--- config.mk ---
export PLATFORM = sky130hd
export DESIGN_NAME = alu8_flag_unit
export DESIGN_NICKNAME = d
export VERILOG_FILES = /design/src/rtl/alu8_pkg.sv /design/src/rtl/alu8_arith.sv /design/src/rtl/alu8_logic.sv /design/src/rtl/alu8_flag_unit.sv
export SDC_FILE = /design/constraint.sdc
export NUM_CORES = 1
export LEC_CHECK = 0
export BUFFER_PORTS_ARGS = -buffer_cell sky130_fd_sc_hd__buf_2
export CORE_MARGIN = 2
export CORE_UTILIZATION = 35
export DETAILED_ROUTE_END_ITERATION = 16
export MAX_ROUTING_LAYER = met4
export PLACE_DENSITY = 0.56
export SYNTH_ARGS = -nofsm -noshare
export SYNTH_HDL_FRONTEND = slang
export SYNTH_SLANG_ARGS = --single-unit
--- constraint.sdc ---
create_clock -name vclk -period 5.3
set_input_delay 0.53 -clock vclk [all_inputs]
set_output_delay 0.53 -clock vclk [all_outputs]
set_load 0.02 [all_outputs]
--- src/rtl/alu8_pkg.sv ---
package alu8_pkg;
  localparam int DW  = 8;
  localparam int OPW = 4;
  localparam int HB  = DW / 2;

  localparam int FB_S  = 7;
  localparam int FB_Z  = 6;
  localparam int FB_Y  = 5;
  localparam int FB_H  = 4;
  localparam int FB_X  = 3;
  localparam int FB_PV = 2;
  localparam int FB_N  = 1;
  localparam int FB_C  = 0;

  typedef enum logic [OPW-1:0] {
    OP_ADD = 4'd0,
    OP_ADC = 4'd1,
    OP_SUB = 4'd2,
    OP_SBC = 4'd3,
    OP_AND = 4'd4,
    OP_XOR = 4'd5,
    OP_OR  = 4'd6,
    OP_CMP = 4'd7,
    OP_INC = 4'd8,
    OP_DEC = 4'd9
  } alu_op_e;

  function automatic logic [DW-1:0] pack_flags(
    input logic s, input logic z, input logic y, input logic h,
    input logic x, input logic pv, input logic n, input logic c);
    logic [DW-1:0] f;
    f = '0;
    f[FB_S] = s;  f[FB_Z] = z;  f[FB_Y] = y;   f[FB_H] = h;
    f[FB_X] = x;  f[FB_PV] = pv; f[FB_N] = n;  f[FB_C] = c;
    return f;
  endfunction
endpackage

--- src/rtl/alu8_arith.sv ---
module alu8_arith #(
  parameter int W  = 8,
  parameter int HB = 4
) (
  input  logic [W-1:0] a_i,
  input  logic [W-1:0] b_i,
  input  logic         cin_i,
  input  logic         sub_i,
  output logic [W-1:0] res_o,
  output logic         cout_o,
  output logic         half_o,
  output logic         ovf_o
);
  logic [W:0]   wide;
  logic [W:0]   cin_w;
  logic [W-1:0] mix;

  always_comb begin
    cin_w = {{W{1'b0}}, cin_i};
    if (sub_i) wide = {1'b0, a_i} - {1'b0, b_i} - cin_w;
    else       wide = {1'b0, a_i} + {1'b0, b_i} + cin_w;
  end

  assign res_o  = wide[W-1:0];
  assign cout_o = wide[W];
  assign mix    = a_i ^ b_i ^ wide[W-1:0];
  assign half_o = mix[HB];

  always_comb begin
    if (sub_i) ovf_o = (a_i[W-1] ^ b_i[W-1]) & (wide[W-1] ^ a_i[W-1]);
    else       ovf_o = ~(a_i[W-1] ^ b_i[W-1]) & (wide[W-1] ^ a_i[W-1]);
  end
endmodule

--- src/rtl/alu8_logic.sv ---
module alu8_logic #(
  parameter int W = 8
) (
  input  logic [W-1:0] a_i,
  input  logic [W-1:0] b_i,
  input  logic [1:0]   sel_i,
  output logic [W-1:0] res_o,
  output logic         even_o
);
  logic [W:0] pchain;

  always_comb begin
    case (sel_i)
      2'd0:    res_o = a_i & b_i;
      2'd1:    res_o = a_i ^ b_i;
      default: res_o = a_i | b_i;
    endcase
  end

  assign pchain[0] = 1'b0;
  for (genvar gi = 0; gi < W; gi++) begin : g_par
    assign pchain[gi+1] = pchain[gi] ^ res_o[gi];
  end
  assign even_o = ~pchain[W];
endmodule

--- src/rtl/alu8_flag_unit.sv ---
module alu8_flag_unit
  import alu8_pkg::*;
(
  input  logic [7:0] acc_i,
  input  logic [7:0] opnd_i,
  input  logic [7:0] flags_i,
  input  logic [3:0] op_i,
  output logic [7:0] result_o,
  output logic [7:0] flags_o
);
  localparam int W = DW;

  logic         is_sub, is_step, use_cin, is_arith, is_logic;
  logic [W-1:0] b_eff;
  logic         cin_eff;
  logic [W-1:0] ar_res;
  logic         ar_cout, ar_half, ar_ovf;
  logic [1:0]   lg_sel;
  logic [W-1:0] lg_res;
  logic         lg_even;

  always_comb begin
    is_sub   = (op_i == OP_SUB) || (op_i == OP_SBC) || (op_i == OP_CMP) || (op_i == OP_DEC);
    is_step  = (op_i == OP_INC) || (op_i == OP_DEC);
    use_cin  = (op_i == OP_ADC) || (op_i == OP_SBC);
    is_arith = (op_i == OP_ADD) || (op_i == OP_ADC) || (op_i == OP_SUB) ||
               (op_i == OP_SBC) || is_step;
    is_logic = (op_i == OP_AND) || (op_i == OP_XOR) || (op_i == OP_OR);
    b_eff    = is_step ? W'(1) : opnd_i;
    cin_eff  = use_cin & flags_i[FB_C];
    case (op_i)
      OP_AND:  lg_sel = 2'd0;
      OP_XOR:  lg_sel = 2'd1;
      default: lg_sel = 2'd2;
    endcase
  end

  alu8_arith #(.W(W), .HB(HB)) u_arith (
    .a_i(acc_i), .b_i(b_eff), .cin_i(cin_eff), .sub_i(is_sub),
    .res_o(ar_res), .cout_o(ar_cout), .half_o(ar_half), .ovf_o(ar_ovf)
  );

  alu8_logic #(.W(W)) u_logic (
    .a_i(acc_i), .b_i(opnd_i), .sel_i(lg_sel),
    .res_o(lg_res), .even_o(lg_even)
  );

  always_comb begin
    result_o = acc_i;
    flags_o  = flags_i;
    if (is_arith) begin
      result_o = ar_res;
      flags_o  = pack_flags(ar_res[W-1], ar_res == '0, ar_res[5], ar_half,
                            ar_res[3], ar_ovf, is_sub,
                            is_step ? flags_i[FB_C] : ar_cout);
    end else if (op_i == OP_CMP) begin
      result_o = acc_i;
      flags_o  = pack_flags(ar_res[W-1], ar_res == '0, opnd_i[5], ar_half,
                            opnd_i[3], ar_ovf, 1'b1, ar_cout);
    end else if (is_logic) begin
      result_o = lg_res;
      flags_o  = pack_flags(lg_res[W-1], lg_res == '0, lg_res[5],
                            op_i == OP_AND, lg_res[3], lg_even, 1'b0, 1'b0);
    end
  end

  // Port-level checks, one per requirement they guard
  always_comb begin
    if (op_i <= 4'd9 && op_i != OP_CMP)
      a_r1_zero_tracks_result: assert (flags_o[FB_Z] == (result_o == 8'h00));
    if (op_i == OP_CMP)
      a_r6_cmp_keeps_acc: assert (result_o == acc_i && flags_o[FB_N] &&
                                  flags_o[FB_Y] == opnd_i[5] && flags_o[FB_X] == opnd_i[3]);
    if (op_i == OP_AND || op_i == OP_XOR || op_i == OP_OR)
      a_r7_logic_flags: assert (!flags_o[FB_N] && !flags_o[FB_C] &&
                                flags_o[FB_PV] == ~(^result_o));
    if (op_i == OP_INC || op_i == OP_DEC)
      a_r8_keep_carry: assert (flags_o[FB_C] == flags_i[FB_C]);
    if (op_i > 4'd9)
      a_r9_passthru: assert (result_o == acc_i && flags_o == flags_i);
  end
endmodule

Yosys cells after proc, flatten, opt, wreduce, memory -nomap -nowiden --
Index checks and enable logic that the tools add are counted.
Word-level totals: bits in registers 0
Operators by class: add/subtract/negate cells 4, equality and inequality tests 10, muxes and demuxes 12, bitwise logic cells 19, reduce and logical (&&, ||, !) cells 15
Operator list (number):
- 2-to-1 mux 8 bit | 7
- == test 4 x 3 -> 1 bit, second input constant | 4
- logical NOT 8 bit | 2
- case mux 8 bit (2 select lines) | 1
- logical OR 1 bit | 11
- bitwise XOR 5 bit | 2
- adder 8 x 8 -> 9 bit | 1
- adder 9 x 1 -> 9 bit | 1
- 2-to-1 mux 9 bit | 1
- subtractor 8 x 8 -> 9 bit | 1
- subtractor 9 x 1 -> 9 bit | 1
- bitwise XOR 1 bit | 9
- AND 8 bit | 1
- == test 4 x 2 -> 1 bit, second input constant | 2
- == test 4 bit, second input constant | 2
- OR 8 bit | 1
- bitwise XOR 8 bit | 1
- == test 4 x 1 -> 1 bit, second input constant | 1
- logical NOT 4 bit | 1
- case mux 2 bit (2 select lines) | 1
- AND 1 bit | 3
- == test 2 x 1 -> 1 bit, second input constant | 1
- logical NOT 2 bit | 1
- 2-to-1 mux 1 bit | 2
- NOT 1 bit | 2

Depth between registers and ports, before layout --
Gate-level depths: netlist of the first run.
word-level depth 15, mapped depth 16, depth with buffers taken out 14

Modules after synthesis --
Synthesis of the first run repeated with hierarchy kept, for this count alone.
Second synthesis, totals: cell total of the unflattened synthesis 297, area, all modules 2133.3 µm²
By module, submodules not included:
- alu8_arith | times used 1, cells each 135, area each 999.7 µm², sequential area each 0.0 µm²
- alu8_flag_unit | times used 1, cells each 105, area each 633.1 µm², sequential area each 0.0 µm²
- alu8_logic | times used 1, cells each 57, area each 500.5 µm², sequential area each 0.0 µm²

Worst setup path before layout of the first run --
OpenSTA, ideal clock, no wires.
path kind input -> output, start point in op_i[0], end point out result_o[6], data arrival time 4.510 ns, setup slack 0.260 ns, stages on the path 14, path buffers 3, cells stage by stage buf_6 > clkbuf_1 > clkbuf_1 > nor4bb_1 > fa_1 > ha_1 > or2_2 > fa_1 > nand2b_1 > a2111oi_0 > nor2_1 > xnor2_1 > mux2_2 > a21oi_1
Between the ends: cells in the longest elaborated chain, start to end 7, elaborated cells between the ends (all ways) 35, classes of those cells add/sub (4); eq/ne (10); mux (7); bitwise (1); reduce/logical (13)
Ends and longest elaborated chain:
- start: declaration | RTL line alu8_flag_unit.sv:7 | input logic [3:0] op_i,
- == test 4 bit or == test 4 x 3 -> 1 bit (tied branches)
- logical OR 1 bit or case mux 2 bit (2 select lines) (tied branches)
- 2-to-1 mux 8 bit (tied with other cells) | RTL line alu8_flag_unit.sv:29 | b_eff = is_step ? W'(1) : opnd_i;
- adder 8 x 8 -> 9 bit (tied with other cells) | RTL line alu8_arith.sv:21 | else wide = {1'b0, a_i} + {1'b0, b_i} + cin_w;
- adder 9 x 1 -> 9 bit (tied with other cells) | RTL line alu8_arith.sv:21
- 2-to-1 mux 9 bit or 2-to-1 mux 8 bit (tied branches) | RTL line alu8_arith.sv:20, alu8_flag_unit.sv:56
- 2-to-1 mux 8 bit * | RTL line alu8_flag_unit.sv:51 | if (is_arith) begin
- end: declaration | RTL line alu8_flag_unit.sv:8 | output logic [7:0] result_o,
Every way passes the cells marked *; elsewhere a longest branch is shown, timed or not.

Final worst setup path of the first run --
start point in op_i[1], end point out flags_o[6]
Between the ends: cells in the longest elaborated chain, start to end 9, elaborated cells between the ends (all ways) 37, classes of those cells add/sub (4); eq/ne (10); mux (7); bitwise (1); reduce/logical (15)
Ends and longest elaborated chain:
- == test 4 bit
- logical OR 1 bit
- 2-to-1 mux 8 bit | RTL line alu8_flag_unit.sv:29
- adder 8 x 8 -> 9 bit or subtractor 8 x 8 -> 9 bit (tied branches) | RTL line alu8_arith.sv:21, alu8_arith.sv:20
- adder 9 x 1 -> 9 bit or subtractor 9 x 1 -> 9 bit (tied branches) | RTL line alu8_arith.sv:21, alu8_arith.sv:20
- 2-to-1 mux 9 bit | RTL line alu8_arith.sv:20 | if (sub_i) wide = {1'b0, a_i} - {1'b0, b_i} - cin_w;
- logical NOT 8 bit | RTL line alu8_flag_unit.sv:53, alu8_flag_unit.sv:58
- 2-to-1 mux 8 bit | RTL line alu8_flag_unit.sv:56 | end else if (op_i == OP_CMP) begin
- 2-to-1 mux 8 bit * | RTL line alu8_flag_unit.sv:51
- end: declaration | RTL line alu8_flag_unit.sv:9 | output logic [7:0] flags_o
Marked as above.

==> results of run 1 <==
[where the power goes]
part           switching (mW)  total [mW]  internal [mW]
combinational           0.195       0.331          0.137
sequential                  0           0              0
clock                       0           0              0
total                   0.195       0.331          0.137
[routing by layer]
layer / vias up / track usage (%) / part of all wire, %
li1: 1179 / - / -
met3: 4 / 0.298 / 3.3
met2: 47 / 31.9 / 47
met1: 1071 / 25.5 / 49
met5: - / - / 0
met4: 0 / 1.79 / 1.1
[final timing paths]
path,startpoint,to,slack (ps),cells past startpoint
worst max-delay path,op_i[1],flags_o[6],420,16
worst min-delay path,flags_i[7],flags_o[7],1490,4
[logic make-up (layout without fill, tap and decap cells)]
| kind of cell | count (synthesis) | after routing |
|---|---|---|
| fa+ha+maj | 42 | 42 |
| mux | 10 | 10 |
| compound gates | 99 | 99 |
| xor+xnor | 23 | 23 |
| simple gates | 82 | 82 |
| buf+inv | 50 | 86 |
[worst max-delay path, delay by kind of cell]
kind	cells	cell delay, ps
fa+ha+maj	3	1130
simple gates	6	960
compound gates	2	850
buf+inv	3	420
mux	1	290
xor+xnor	1	160
[cell usage after synthesis, types with 3 or more instances]
cell type,number
clkbuf_1,10
nand3_1,3
mux2_2,4
nand2b_1,10
o21ai_0,11
a21oi_1,34
ha_1,38
o22ai_1,3
nor2b_1,7
nand2_1,21
inv_1,35
xor2_1,7
or2_2,3
mux2i_1,6
nor2_1,17
nor4_1,3
xnor2_1,15
o211ai_1,3
a211oi_1,19
fa_1,4
or3_1,5
[area by class of cell]
class / instances / area [um2]
timing repair buffer: 51 / 273
fill: 625 / 3520
tap: 75 / 93.8
multi-input combinational: 256 / 1980
inverter: 35 / 131
[cells in the final DEF (no fill, tap or decap), types with 2 or more instances in the layout]
cell,n
a211oi_1,19
a21oi_1,34
a311oi_1,2
a32o_1,2
buf_2,44
buf_4,7
fa_1,4
ha_1,38
inv_1,35
mux2_2,4
mux2i_1,6
nand2_1,21
nand2b_1,10
nand3_1,3
nand3b_1,2
nor2_1,17
nor2b_1,7
nor4_1,3
o211a_1,2
o211ai_1,3
o21a_1,2
o21ai_0,11
o22ai_1,3
o2bb2ai_1,2
o31ai_1,2
or2_2,3
or3_1,5
xnor2_1,15
xor2_1,7
==> metrics.yaml, run 1 <==
status: "completed"
critPathArrivalTime_ps: 4350
yosysWarnings: 0
route.detailed.drc: 0
synthSimpleGateAreaFrac_pct: 20.2
finalHoldViolCount: 0
synth-adder-area-share_pct: 25.5
dp_cells: 417
hp-class: "input pin to primary output"
layout.nets: 414
maxSlewHeadroom_pct: 57.4
synth-compound-area-share_pct: 30.2
grt_overflow: 0
slew_viol_final: 0
postSynthNetCount: 376
netlist_area_mm2: 0.00218
via_per_inst: 5.52
hpwl_um: 5590
cellPowerDensity_mw_per_mm2: 134
antenna_found_initial: 0
drtAntennaViolNets: 0
core_mm2: 0.00599
max_stage_delay_ps: 620
dr.pass1.iters: 4
dieArea_mm2: 0.00688
route.detailed.wl_per_inst_um: 15.8
syn_inst: 306
fmax_mhz: 205
first_iter_violations: 121
cp_slowest_cell: "a2111oi_0"
hold_slack_ps: 1490
grt_pass1_wl_um: 10600
cp_max_fo: 13
postLayoutCellArea_mm2: 0.00247
fp.dieW_um: 83.0
power_mw: 0.331
synth.top_cell.area_share_pct: 21.8
cts_resized: 0
synthTopCellsByArea: "ha_1 22%, a21oi_1 7.8%, a211oi_1 6.5%"
rows: 28
gp_congestion: 0.916
routed_wl_um: 6570
cts_setup_buffers: 0
period_share_pct: 92.1
grt_pass1_vias: 2155
critical_path_class: "input pin to primary output"
finalNonFillerCells: 417
num_vias: 2301
end_kind: "primary output"
path_cells: "buf_2, nor2_1, nand2_1, nand2_1, fa_1, inv_1, ha_1, or2_2, fa_1, nand2b_1, a2111oi_0, nor2_1, xnor2_1, mux2_2, a41o_1, buf_2"
dpl_cell_area_mm2: 0.00247
flops_and_latches: 0
nClkBuffers: 0
muxShareOfSynthArea_pct: 4.82
postSynthAreaPerCell_um2: 7.13
worst_pin_slew_ps: 623
p_leak_nw: 1.20
place_ws_ps: 400
crit_required_ps: 4770
setup_slack_ps: 420
rsz0062_at_grt: "no"
cp-start-kind: "input pin"
synth-seq-area-share_pct: 0
synth_top_family_by_area: "compound AO/OA/AOI/OAI gates"
final-seq-area_um2: 0
setup_viol: 0
ir_drop_mv: 0.0436
synth_top_area_cell: "ha_1"
syn_to_final_growth_pct: 13.4
drv_cap: 0
synth_cell_types: 60
drive_gt1_share_pct: 17.8
grt.total_usage_pct: 18.6
io_pins: 44
fin_setup_tns_ps: 0
diodes: 0
synth_xor_area_share_pct: 9.86
period_minus_slack_ps: 4880
postLayoutCoreUtil_pct: 41.3
initial_core_util_pct: 36.4
port_buffers: 44
postCtsHoldBufs: 0
grt_max_degree: 28
die_h_um: 83.0
Power figures use the tool's default switching activity.
==> run 2: changes to the inputs <==
BUFFER_PORTS_ARGS = -buffer_cell sky130_fd_sc_hd__clkbuf_2   (was -buffer_cell sky130_fd_sc_hd__buf_2)
CAP_MARGIN = 20   (was unset)
TNS_END_PERCENT = 20   (was unset)
==> run 2 against run 1 <==
Worst hold slack got worse by 5.5 ps. Final cell count decreased by 0.24%. Count of clock-buffer cells in the layout is the same.
==> metrics.yaml, run 2 (synthesized netlist as in run 1, its figures left out) <==
grt_pass1_vias: 2224
p_leak_nw: 1.20
diodes: 0
max_stage_delay_ps: 550
core_mm2: 0.00599
use_met1_pct: 26.6
die_h_um: 83.0
grt_pass1_wl_um: 11000
path_cells: "clkbuf_2, nor4bb_2, fa_1, ha_1, or2_2, fa_1, nand2b_1, a2111oi_1, nor2_1, xnor2_1, mux2_2, a41o_1, clkbuf_2"
rsz0062_at_grt: "no"
port_buffers: 44
multiInputGateArea_mm2: 0.00198
antenna_found_initial: 0
place_ws_ps: 117
end_kind: "primary output"
cp-start-kind: "input pin"
final-seq-area_um2: 0
dpl_cell_area_mm2: 0.00247
route.detailed.wl_per_inst_um: 15.8
fp.dieW_um: 83.0
layout_common_cells: "44 x clkbuf_2, 38 x ha_1, 35 x inv_1"
cellPowerDensity_mw_per_mm2: 134
status: "completed"
finalHoldViolCount: 0
nClkBuffers: 0
setup_viol: 0
period_share_pct: 91.9
flops_and_latches: 0
first_iter_violations: 96
maxSlewHeadroom_pct: 60.7
cts_setup_buffers: 0
period_minus_slack_ps: 4870
dieArea_mm2: 0.00688
cp_slowest_cell: "nor4bb_2"
num_vias: 2292
drive_gt1_share_pct: 17.9
top_usage_layer: "met2"
fmax_mhz: 205
globalRouteMet3Util_pct: 0.298
dr.pass1.iters: 4
mostFrequentLayoutCell: "clkbuf_2"
via_per_inst: 5.51
cp_max_fo: 13
grt_util_met2_pct: 32.4
grt_max_degree: 28
drv_cap: 0
syn_to_final_growth_pct: 13.4
hpwl_um: 5600
critPathArrivalTime_ps: 4340
grt_overflow: 0
critical_path_class: "input pin to primary output"
grt.total_usage_pct: 19.2
routed_wl_um: 6560
fill_cells: 641
worst_pin_slew_ps: 589
postLayoutCellArea_mm2: 0.00247
io_pins: 44
setup_slack_ps: 430
route.detailed.drc: 0
slew_viol_final: 0
drtAntennaViolNets: 0
crit_required_ps: 4770
hp-class: "input pin to primary output"
holdPathStages: 4
ir_drop_mv: 0.0477
gp_congestion: 0.889
rows: 28
fin_setup_tns_ps: 0
initial_core_util_pct: 36.4
layout.nets: 413
run 2: timing repair:
action / CTS / global route
endpoints found under the hold margin: 0 / 0
setup endpoints to repair: 0 / 3
gates resized for setup: 0 / 2
hold buffers: 0 / 0
run 2: final timing paths:
check / start / endpoint / slack (ps)
setup / recovery: op_i[2] / flags_o[6] / 430
hold / removal: flags_i[0] / flags_o[0] / 1490
run 2: critical path: cells and delay by family:
kind	cells	cell delay, ps
adders and majority gates	3	1130
buffers and inverters	2	340
and+or+nand+nor	4	1150
xor gates and xnor gates	1	140
muxes	1	290
AOI/OAI and AO/OA	2	770
run 2: area by class of cell:
type                       instances  share of cell area [%]
tap                               75                    3.79
inverter                          35                    5.31
multi-input combinational        256                    80.2
timing repair buffer              50                    10.7
run 2: power breakdown:
group	internal (mW)	switching [mW]
Combinational	0.136	0.195
Sequential	0	0
Clock	0	0
run 2: per-stage QoR:
stage / util (%) / power, mW / std cells / hold WS [ps]
floorplan: - / 0.240 / 306 / 1330
CTS: 41.2 / 0.330 / 416 / 1500
detailed placement: 41.2 / 0.327 / 416 / 1500
global placement: 41.2 / 0.327 / 416 / 1490
finish: 41.3 / 0.331 / 416 / 1490
global route: 41.3 / 0.368 / 416 / 1530
run 2: layer usage:
metal  wire, um  share of wire, %
met4         65              0.99
met3        190               2.9
met5          0                 0
met1       3140                48
met2       3160                48
==> run 3: changes to the inputs <==
CORE_MARGIN = 8   (was 2)
==> run 3 against run 2 <==
Combinational power about the same. Sequential share of layout area unchanged. Fmax down 1.1%. Worst hold slack better by 6.7 ps. Worst setup slack worse by 52 ps. Cell area down 0.30%. Routed wire length up 4.8%. Largest power group unchanged.
==> metrics.yaml, run 3 (synthesized netlist as in run 1, its figures left out) <==
status: "completed"
multiInputGateArea_mm2: 0.00198
critical_path_class: "input pin to primary output"
drtAntennaViolNets: 0
grt_overflow: 0
crit_required_ps: 4770
period_minus_slack_ps: 4920
period_share_pct: 92.9
route.detailed.wl_per_inst_um: 16.5
initial_core_util_pct: 36.4
switching_share_pct: 59.1
hold_slack_ps: 1490
grt.total_usage_pct: 15.3
final-seq-area_um2: 0
cp-start-kind: "input pin"
route.detailed.drc: 0
worst_pin_slew_ps: 667
port_buffers: 44
p_clk_share_pct: 0
nClkBuffers: 0
fill_cells: 651
end_kind: "primary output"
p_seq_share_pct: 0
critPathArrivalTime_ps: 4390
io_pins: 44
cp_max_fo: 13
p_int_mw: 0.135
routed_wl_um: 6880
layout.nets: 413
slew_viol_final: 0
ir_drop_mv: 0.0409
dieArea_mm2: 0.00902
flops_and_latches: 0
setup_viol: 0
core_mm2: 0.00599
grt_max_degree: 28
via_per_inst: 5.48
postLayoutCoreUtil_pct: 41.2
postCtsHoldBufs: 0
finalHoldViolCount: 0
fmax_mhz: 203
num_vias: 2280
fp.dieW_um: 95.0
p_comb_share_pct: 100.0
drive_gt1_share_pct: 17.6
antenna_found_initial: 0
p_leak_nw: 1.20
fin_setup_tns_ps: 0
dr.pass1.iters: 4
syn_to_final_growth_pct: 13.1
rows: 28
cellPowerDensity_mw_per_mm2: 134
hpwl_um: 5830
cts_setup_buffers: 0
maxSlewHeadroom_pct: 54.4
drv_cap: 0
grt_pass1_vias: 2265
switchingPower_mw: 0.196
cts_resized: 0
die_h_um: 95.0
hp-class: "input pin to primary output"
layout_common_cells: "44 x clkbuf_2, 38 x ha_1, 35 x inv_1"
rsz0062_at_grt: "no"
diodes: 0
gp_congestion: 0.886
first_iter_violations: 130
mostFrequentLayoutCell: "clkbuf_2"
grt_pass1_wl_um: 11200
run 3: worst max-delay path, stage by stage:
cell	delay, ps
clkbuf_2	240
nor2_1	100
nand2_1	150
nand2_1	130
fa_1	540
inv_1	50
ha_1	190
or2_2	290
fa_1	380
nand2b_1	170
a2111oi_0	650
nor2_1	140
xnor2_1	160
mux2_2	290
a41o_1	230
clkbuf_2	150
run 3: routing by layer:
| metal | routed length (um) | GRT usage [%] | part of all wire (%) | up-vias |
|---|---|---|---|---|
| met3 | 200 | 0.159 | 2.9 | 4 |
| met5 | 0 | - | 0 | - |
| met2 | 3340 | 25.2 | 49 | 52 |
| li1 | - | - | - | 1182 |
| met1 | 3280 | 21.2 | 48 | 1042 |
| met4 | 59 | 1.30 | 0.86 | 0 |
run 3: final timing paths:
kind                    from          to  slack [ps]  cells after the start
setup / recovery     op_i[1]  flags_o[6]         380                     16
hold / removal    flags_i[0]  flags_o[0]        1490                      4
run 3: power groups by stage:
stage / combinational [mW] / sequential [mW] / clock, mW
2_1_floorplan: 0.240 / 0 / 0
3_3_place_gp: 0.329 / 0 / 0
3_5_place_dp: 0.330 / 0 / 0
4_1_cts: 0.332 / 0 / 0
5_1_grt: 0.366 / 0 / 0
6_report: 0.332 / 0 / 0
run 3: final cells by class:
type                       instances  area share [%]
inverter                          35            5.32
tap                               75            3.80
timing repair buffer              50            10.8
multi-input combinational        256            80.1
run 3: per-stage QoR:
step	std cells	worst slack [ps]	cell area, um2	power (mW)
finish	416	378	2470	0.332
global route	416	149	2470	0.366
CTS	416	359	2470	0.332
detailed placement	416	372	2470	0.330
global placement	416	426	2470	0.329
floorplan	306	260	2180	0.240
